===== src/rtl/las_pkg.sv =====
package las_pkg;
   localparam int unsigned LAS_WEIGHT_W   = 4;
   localparam int unsigned LAS_WEIGHT_ONE = 16;

   typedef enum logic [0:0] {
      RANK_IDLE = 1'b0,
      RANK_SORT = 1'b1
   } las_rank_state_e;
endpackage


===== src/rtl/las_svc_track.sv =====
// Per-thread service counters, quantum timer and smoothed totals.
module las_svc_track
   import las_pkg::*;
#(
   parameter int unsigned NUM_THREADS  = 4,
   parameter int unsigned CNT_W        = 12,
   parameter int unsigned QL_W         = 13,
   parameter int unsigned DEF_QLEN     = 24,
   parameter bit          SVC_SATURATE = 1'b1
) (
   input  logic                         clk,
   input  logic                         rst_n,
   input  logic [NUM_THREADS-1:0]       svc_active,
   input  logic [QL_W-1:0]              quantum_len,
   input  logic [LAS_WEIGHT_W-1:0]      hist_weight,
   output logic                         boundary,
   output logic [NUM_THREADS*CNT_W-1:0] total_flat
);
   localparam int unsigned     SUM_W    = CNT_W + LAS_WEIGHT_W;
   localparam logic [CNT_W-1:0] CNT_MAX  = '1;
   localparam logic [QL_W-1:0]  MIN_QLEN = QL_W'(NUM_THREADS + 1);
   localparam logic [QL_W-1:0]  DEF_Q    = QL_W'(DEF_QLEN);

   logic [QL_W-1:0] eff_len;
   logic [QL_W-1:0] qcnt_q;

   always_comb begin
      eff_len = (quantum_len == '0) ? DEF_Q : quantum_len;
      if (eff_len < MIN_QLEN) begin
         eff_len = MIN_QLEN;
      end
   end

   assign boundary = (qcnt_q >= (eff_len - QL_W'(1)));

   always_ff @(posedge clk or negedge rst_n) begin
      if (!rst_n) begin
         qcnt_q <= '0;
      end else if (boundary) begin
         qcnt_q <= '0;
      end else begin
         qcnt_q <= qcnt_q + QL_W'(1);
      end
   end

   for (genvar t = 0; t < NUM_THREADS; t++) begin : g_thr
      logic [CNT_W-1:0] cnt_q;
      logic [CNT_W-1:0] tot_q;
      logic [CNT_W-1:0] cnt_inc;
      logic [SUM_W-1:0] mix;

      if (SVC_SATURATE) begin : g_sat
         assign cnt_inc = (svc_active[t] && (cnt_q != CNT_MAX)) ? cnt_q + CNT_W'(1) : cnt_q;
      end else begin : g_wrap
         assign cnt_inc = svc_active[t] ? cnt_q + CNT_W'(1) : cnt_q;
      end

      assign mix = SUM_W'(hist_weight) * SUM_W'(tot_q)
                 + (SUM_W'(LAS_WEIGHT_ONE) - SUM_W'(hist_weight)) * SUM_W'(cnt_inc);

      always_ff @(posedge clk or negedge rst_n) begin
         if (!rst_n) begin
            cnt_q <= '0;
            tot_q <= '0;
         end else if (boundary) begin
            tot_q <= CNT_W'(mix >> LAS_WEIGHT_W);
            cnt_q <= '0;
         end else begin
            cnt_q <= cnt_inc;
         end
      end

      assign total_flat[t*CNT_W +: CNT_W] = tot_q;
   end
endmodule


===== src/rtl/las_rank_sort.sv =====
// Sequential ranking: one thread's position per cycle, committed together.
module las_rank_sort
   import las_pkg::*;
#(
   parameter int unsigned NUM_THREADS = 4,
   parameter int unsigned CNT_W       = 12,
   parameter int unsigned TID_W       = 2
) (
   input  logic                         clk,
   input  logic                         rst_n,
   input  logic                         start,
   input  logic [NUM_THREADS*CNT_W-1:0] total_flat,
   output logic [NUM_THREADS*TID_W-1:0] prio_flat,
   output logic                         busy
);
   localparam logic [TID_W-1:0] LAST_IDX = TID_W'(NUM_THREADS - 1);

   las_rank_state_e  state_q;
   logic [TID_W-1:0] idx_q;
   logic [TID_W-1:0] shadow_q [NUM_THREADS];
   logic [TID_W-1:0] prio_q   [NUM_THREADS];
   logic [CNT_W-1:0] tot      [NUM_THREADS];
   logic [CNT_W-1:0] cur_tot;
   logic [TID_W-1:0] cand_prio;

   for (genvar t = 0; t < NUM_THREADS; t++) begin : g_unpack
      assign tot[t] = total_flat[t*CNT_W +: CNT_W];
      assign prio_flat[t*TID_W +: TID_W] = prio_q[t];
   end

   assign cur_tot = tot[idx_q];

   always_comb begin
      int unsigned ahead;
      ahead = 0;
      for (int j = 0; j < NUM_THREADS; j++) begin
         if ((tot[j] < cur_tot) || ((tot[j] == cur_tot) && (TID_W'(j) < idx_q))) begin
            ahead = ahead + 1;
         end
      end
      cand_prio = TID_W'(NUM_THREADS - 1 - ahead);
   end

   assign busy = (state_q == RANK_SORT);

   always_ff @(posedge clk or negedge rst_n) begin
      if (!rst_n) begin
         state_q <= RANK_IDLE;
         idx_q   <= '0;
         for (int i = 0; i < NUM_THREADS; i++) begin
            shadow_q[i] <= '0;
            prio_q[i]   <= TID_W'(NUM_THREADS - 1 - i);
         end
      end else begin
         case (state_q)
            RANK_IDLE: begin
               if (start) begin
                  state_q <= RANK_SORT;
                  idx_q   <= '0;
               end
            end
            RANK_SORT: begin
               shadow_q[idx_q] <= cand_prio;
               if (idx_q == LAST_IDX) begin
                  for (int i = 0; i < NUM_THREADS; i++) begin
                     prio_q[i] <= (TID_W'(i) == idx_q) ? cand_prio : shadow_q[i];
                  end
                  state_q <= RANK_IDLE;
               end else begin
                  idx_q <= idx_q + TID_W'(1);
               end
            end
            default: state_q <= RANK_IDLE;
         endcase
      end
   end
endmodule


===== src/rtl/las_grant_arb.sv =====
// Combinational pick: starved, then rank, then row hit, then age, then index.
module las_grant_arb #(
   parameter int unsigned NUM_ENTRIES = 8,
   parameter int unsigned NUM_THREADS = 4,
   parameter int unsigned NUM_BANKS   = 4,
   parameter int unsigned ROW_W       = 8,
   parameter int unsigned AGE_W       = 8,
   parameter int unsigned TID_W       = 2,
   parameter int unsigned BANK_W      = 2,
   parameter int unsigned IDX_W       = 3
) (
   input  logic [NUM_ENTRIES-1:0]        req_valid,
   input  logic [NUM_ENTRIES*TID_W-1:0]  req_thread,
   input  logic [NUM_ENTRIES*BANK_W-1:0] req_bank,
   input  logic [NUM_ENTRIES*ROW_W-1:0]  req_row,
   input  logic [NUM_ENTRIES*AGE_W-1:0]  req_age,
   input  logic [NUM_BANKS-1:0]          open_valid,
   input  logic [NUM_BANKS*ROW_W-1:0]    open_row,
   input  logic [AGE_W-1:0]              starve_thresh,
   input  logic [NUM_THREADS*TID_W-1:0]  prio_flat,
   output logic                          grant_valid,
   output logic [IDX_W-1:0]              grant_idx
);
   localparam int unsigned KEY_W = 1 + TID_W + 1 + AGE_W;

   logic [KEY_W-1:0] key [NUM_ENTRIES];

   for (genvar e = 0; e < NUM_ENTRIES; e++) begin : g_key
      logic [TID_W-1:0]  thr;
      logic [BANK_W-1:0] bnk;
      logic [ROW_W-1:0]  row;
      logic [AGE_W-1:0]  age;
      logic              starved;
      logic              hit;
      logic [TID_W-1:0]  prio;

      assign thr     = req_thread[e*TID_W +: TID_W];
      assign bnk     = req_bank[e*BANK_W +: BANK_W];
      assign row     = req_row[e*ROW_W +: ROW_W];
      assign age     = req_age[e*AGE_W +: AGE_W];
      assign starved = (age > starve_thresh);
      assign hit     = open_valid[bnk] && (open_row[bnk*ROW_W +: ROW_W] == row);
      assign prio    = prio_flat[thr*TID_W +: TID_W];
      assign key[e]  = {starved, prio, hit, age};
   end

   always_comb begin
      logic [KEY_W-1:0] best;
      best        = '0;
      grant_valid = 1'b0;
      grant_idx   = '0;
      for (int i = 0; i < NUM_ENTRIES; i++) begin
         if (req_valid[i] && (!grant_valid || (key[i] > best))) begin
            best        = key[i];
            grant_valid = 1'b1;
            grant_idx   = IDX_W'(i);
         end
      end
   end
endmodule


===== src/rtl/las_sched.sv =====
module las_sched
   import las_pkg::*;
#(
   parameter int unsigned NUM_THREADS  = 4,
   parameter int unsigned NUM_ENTRIES  = 8,
   parameter int unsigned NUM_BANKS    = 4,
   parameter int unsigned ROW_W        = 8,
   parameter int unsigned AGE_W        = 8,
   parameter int unsigned CNT_W        = 12,
   parameter int unsigned QL_W         = 13,
   parameter int unsigned DEF_QLEN     = 24,
   parameter bit          SVC_SATURATE = 1'b1,
   localparam int unsigned TID_W  = $clog2(NUM_THREADS),
   localparam int unsigned BANK_W = $clog2(NUM_BANKS),
   localparam int unsigned IDX_W  = $clog2(NUM_ENTRIES)
) (
   input  logic                          clk,
   input  logic                          rst_n,
   input  logic [NUM_THREADS-1:0]        svc_active,
   input  logic [QL_W-1:0]               quantum_len,
   input  logic [LAS_WEIGHT_W-1:0]       hist_weight,
   input  logic [AGE_W-1:0]              starve_thresh,
   input  logic [NUM_ENTRIES-1:0]        req_valid,
   input  logic [NUM_ENTRIES*TID_W-1:0]  req_thread,
   input  logic [NUM_ENTRIES*BANK_W-1:0] req_bank,
   input  logic [NUM_ENTRIES*ROW_W-1:0]  req_row,
   input  logic [NUM_ENTRIES*AGE_W-1:0]  req_age,
   input  logic [NUM_BANKS-1:0]          open_valid,
   input  logic [NUM_BANKS*ROW_W-1:0]    open_row,
   output logic                          grant_valid,
   output logic [IDX_W-1:0]              grant_idx
);
   if ((NUM_THREADS < 2) || ((1 << TID_W) != NUM_THREADS)) begin : g_bad_threads
      $error("las_sched: NUM_THREADS must be a power of two, at least 2");
   end
   if ((NUM_BANKS < 2) || ((1 << BANK_W) != NUM_BANKS)) begin : g_bad_banks
      $error("las_sched: NUM_BANKS must be a power of two, at least 2");
   end
   if (NUM_ENTRIES < 2) begin : g_bad_entries
      $error("las_sched: NUM_ENTRIES must be at least 2");
   end
   if ((DEF_QLEN < NUM_THREADS + 1) || (DEF_QLEN >= (1 << QL_W))) begin : g_bad_qlen
      $error("las_sched: DEF_QLEN out of range");
   end
   if ((CNT_W < 2) || (QL_W < 3) || (AGE_W < 1) || (ROW_W < 1)) begin : g_bad_width
      $error("las_sched: widths too small");
   end

   logic                         q_boundary;
   logic                         sort_busy;
   logic [NUM_THREADS*CNT_W-1:0] total_flat;
   logic [NUM_THREADS*TID_W-1:0] rank_prio_flat;

   las_svc_track #(
      .NUM_THREADS (NUM_THREADS),
      .CNT_W       (CNT_W),
      .QL_W        (QL_W),
      .DEF_QLEN    (DEF_QLEN),
      .SVC_SATURATE(SVC_SATURATE)
   ) u_track (
      .clk        (clk),
      .rst_n      (rst_n),
      .svc_active (svc_active),
      .quantum_len(quantum_len),
      .hist_weight(hist_weight),
      .boundary   (q_boundary),
      .total_flat (total_flat)
   );

   las_rank_sort #(
      .NUM_THREADS(NUM_THREADS),
      .CNT_W      (CNT_W),
      .TID_W      (TID_W)
   ) u_rank (
      .clk       (clk),
      .rst_n     (rst_n),
      .start     (q_boundary),
      .total_flat(total_flat),
      .prio_flat (rank_prio_flat),
      .busy      (sort_busy)
   );

   las_grant_arb #(
      .NUM_ENTRIES(NUM_ENTRIES),
      .NUM_THREADS(NUM_THREADS),
      .NUM_BANKS  (NUM_BANKS),
      .ROW_W      (ROW_W),
      .AGE_W      (AGE_W),
      .TID_W      (TID_W),
      .BANK_W     (BANK_W),
      .IDX_W      (IDX_W)
   ) u_arb (
      .req_valid    (req_valid),
      .req_thread   (req_thread),
      .req_bank     (req_bank),
      .req_row      (req_row),
      .req_age      (req_age),
      .open_valid   (open_valid),
      .open_row     (open_row),
      .starve_thresh(starve_thresh),
      .prio_flat    (rank_prio_flat),
      .grant_valid  (grant_valid),
      .grant_idx    (grant_idx)
   );
endmodule


===== config.mk =====
export PLATFORM = sky130hd
export DESIGN_NAME = las_sched
export DESIGN_NICKNAME = d
export VERILOG_FILES = /design/src/rtl/las_pkg.sv /design/src/rtl/las_svc_track.sv /design/src/rtl/las_rank_sort.sv /design/src/rtl/las_grant_arb.sv /design/src/rtl/las_sched.sv
export SDC_FILE = /design/constraint.sdc
export NUM_CORES = 2
export LEC_CHECK = 0
export ABC_AREA = 1
export BUFFER_PORTS_ARGS = -buffer_cell sky130_fd_sc_hd__buf_2
export CORE_MARGIN = 8
export CORE_UTILIZATION = 30
export DETAILED_ROUTE_END_ITERATION = 7
export PLACE_DENSITY_LB_ADDON = 0.25
export SLEW_MARGIN = 15
export SYNTH_ARGS = -nofsm -noshare
export SYNTH_HDL_FRONTEND = slang
export SYNTH_SLANG_ARGS = --single-unit

===== constraint.sdc =====
create_clock -name clk -period 35 [get_ports clk]
set_clock_uncertainty 0.15 [all_clocks]
set_input_delay 3.5 -clock clk [delete_from_list [all_inputs] [get_ports clk]]
set_output_delay 3.5 -clock clk [all_outputs]
set_load 0.1 [all_outputs]

==> impl_metrics.ini <==
[clock_tree]
clock_sinks = 126
insertion_delay_ns = 0.50
clockBufferDepth = 2
cts_tree = yes
cts-root-buf = clkbuf_16
cts_made_buffers = 17
cts_resized = 0
clk_pin_slew_worst_paths_ns = 0.06
ctsHoldBuffers = 0
post_cts_buffers = 0
htreeDepth = 4

[synth]
synthTopCellsByCount = nand2_1, inv_1, ha_1, nor2_1, fa_1
yosysTopAreaCell = fa_1
yosysWarnings = 0
synth.distinct_cells = 70
synth_edf_count = 0
ys_seq_area_share_pct = 10.3
ys_top_cells_by_area = fa_1, ha_1, nand2_1
ys_ff_latch = 126
synth.most_common_cell = nand2_1
syn_area_um2 = 30700
synth_ff_type = dfrtp_1
syn_area_per_cell_um2 = 6.89
syn-num-nets = 5413
synth_cells = 4449
synth_top_area_share_pct = 19.1
async_flop_share_pct = 100

[detailed_routing]
ant_nets = 0
wl_um = 97700
wl_per_cell_um = 16.3
vias_per_cell = 4.79
first_pass_iters = 5
drcViolationCount = 0
drt_iter0_drc = 1790
via_count = 28700

[setup_path]
reg2reg_from = u_track.g_thr[3].cnt_q[0]
reg2reg_depth = 26
r2r_slack_ns = 28.09
cp_top_family = simple AND/OR/NAND/NOR gates
timing.rr.end = u_track.g_thr[3].tot_q[10]
cp_max_fo = 23
worstSetupEndpointType = output pin
arrival_ns = 17.87
cp_num_buf_inv = 11
cp_slowest_cell = a21oi_1
cpMostUsedCell = nand2_1
start_kind = input port
cp.required_ns = 31.35
critPathMaxStageDelay_ns = 0.75
critPathLaunch = req_bank[0]
path_class = in2out

[place]
io_buffers = 238
placed_cells = 5942
place_congestion = 0.911
dp_slack_ns = 13.57
dp_hpwl_um = 77300

[final_layout]
fin_cells = 5982
drive_gt1_share_pct = 8.42
nets = 5557
area_growth_pct = 10.2

[power]
power.density_nw_per_um2 = 85.6
vdd_drop_max_uv = 71.9
power_mw = 2.89
p_leak_nw = 18.8

[status]
status = complete, no violations

[die]
die_y_um = 336
fp.coreArea_um2 = 102000
num_rows = 117
start_util_pct = 30.2
io_pins = 239
dieArea_um2 = 113000
dieWidth_um = 336

[run]
drv_cap = 0

[timing]
max_freq_mhz = 46.5
slew_headroom_pct = 34.7
period_needed_ns = 21.52
worst_pin_slew_ns = 0.979
drv_slew = 0
layout_setup_ws_ns = 13.48
rsz0062_at_grt = false
setup-violations-final = 0
fin_crit_sh_pct = 61.5
hold_viol = 0
fin_tns_setup_ns = 0

[global_routing]
grt_pass1_vias = 28700
grt_pass1_wl_um = 157000
overflow = 0
grt_max_degree = 66
antenna_found_initial = 8
track_usage_pct = 17.3

[worst_hold_path]
hp-start = u_rank.shadow_q[3]
hold_path_class = reg2reg
hold_depth = 2
min_to = u_rank.shadow_q[3]
## report_power, final
| group | switching (mW) | internal, mW | total, mW |
|---|---|---|---|
| Sequential | 0.0841 | 0.194 | 0.279 |
| Combinational | 1.49 | 0.924 | 2.41 |
| Clock | 0.0805 | 0.121 | 0.201 |
## final cells by class
type | instances | area, um^2
inverter | 872 | 3280
timing repair buffer | 255 | 1330
fill | 11200 | 67800
clock buffer | 19 | 443
clock inverter | 13 | 190
antenna | 8 | 20.0
sequential | 126 | 3160
tap | 1368 | 1710
multi-input combinational | 3321 | 23700
## worst max path at each step
stage                              end  slack [ns]  cells past startpoint
after floorplan           grant_idx[0]       16.90                     86
after global placement    grant_idx[1]       13.84                     86
after detailed placement  grant_idx[1]       13.57                     86
after CTS                 grant_idx[1]       13.51                     86
after global routing      grant_idx[1]       11.62                     88
final                     grant_idx[1]       13.48                     86
## metrics by stage
step	utilization (%)	hold WS, ns	cell area [um^2]
global route	33.2	0.350	33800
CTS	33.2	0.331	33800
finish	33.2	0.331	33800
global placement	32.6	0.309	33100
detailed placement	32.6	0.309	33100
floorplan	-	0.291	30700
## kinds of logic after synthesis
kind of cell | Yosys count | share of synthesized area, %
and+or+nand+nor | 1926 | 26.5
DFF | 126 | 10.3
AOI/OAI and AO/OA | 553 | 10.3
xor gates and xnor gates | 113 | 3.38
buffers and inverters | 1002 | 12.6
adders and majority gates | 729 | 36.9
## layout by cell type (no fill, tap or decap), types with 5 or more instances in the layout
cell / netlist / layout
buf_4: 5 / 17
clkbuf_16: 0 / 17
a32oi_1: 10 / 10
nand3_2: 6 / 6
o21ai_1: 17 / 17
o22ai_1: 16 / 16
buf_2: 41 / 237
o21a_1: 9 / 9
fa_1: 292 / 292
dfrtp_1: 122 / 122
clkinv_1: 5 / 5
a21o_1: 9 / 9
nand3_1: 260 / 259
o22a_1: 5 / 5
a221oi_1: 7 / 7
xnor2_1: 45 / 44
nor2_1: 337 / 337
a32o_1: 13 / 13
nand4_1: 39 / 39
nand3b_1: 15 / 15
o21ai_0: 190 / 190
and2_1: 26 / 26
xor2_1: 65 / 64
or2_2: 34 / 34
inv_2: 15 / 16
diode_2: 0 / 8
inv_1: 851 / 850
nand2_1: 1124 / 1124
ha_1: 437 / 437
nor4_1: 10 / 10
a21oi_1: 235 / 235
nor3_1: 36 / 36
nand2_2: 13 / 13
## worst reg2reg max path: cells and delay by family (launching register included)
family        cells  cell delay [ns]
flops             1             0.47
simple gates     12             1.65
xor+xnor          1             0.50
fa+ha+maj         8             3.52
buf+inv           5             0.51
## routing by layer
metal | track usage, % | wire length (um)
met1 | 22.7 | 43900
met2 | 29.4 | 45600
met3 | 2.42 | 5430
met4 | 5.20 | 2850
met5 | 0 | 0
## sequential cells by signal, summed over array words and instances, names as in the netlist
register	flops
u_track.g_thr.cnt_q	48
u_track.qcnt_q	13
u_rank.busy	1
u_rank.shadow_q	6
u_rank.prio_flat	8
u_track.g_thr.tot_q	48
u_rank.idx_q	2
Power figures use the tool's default switching activity.
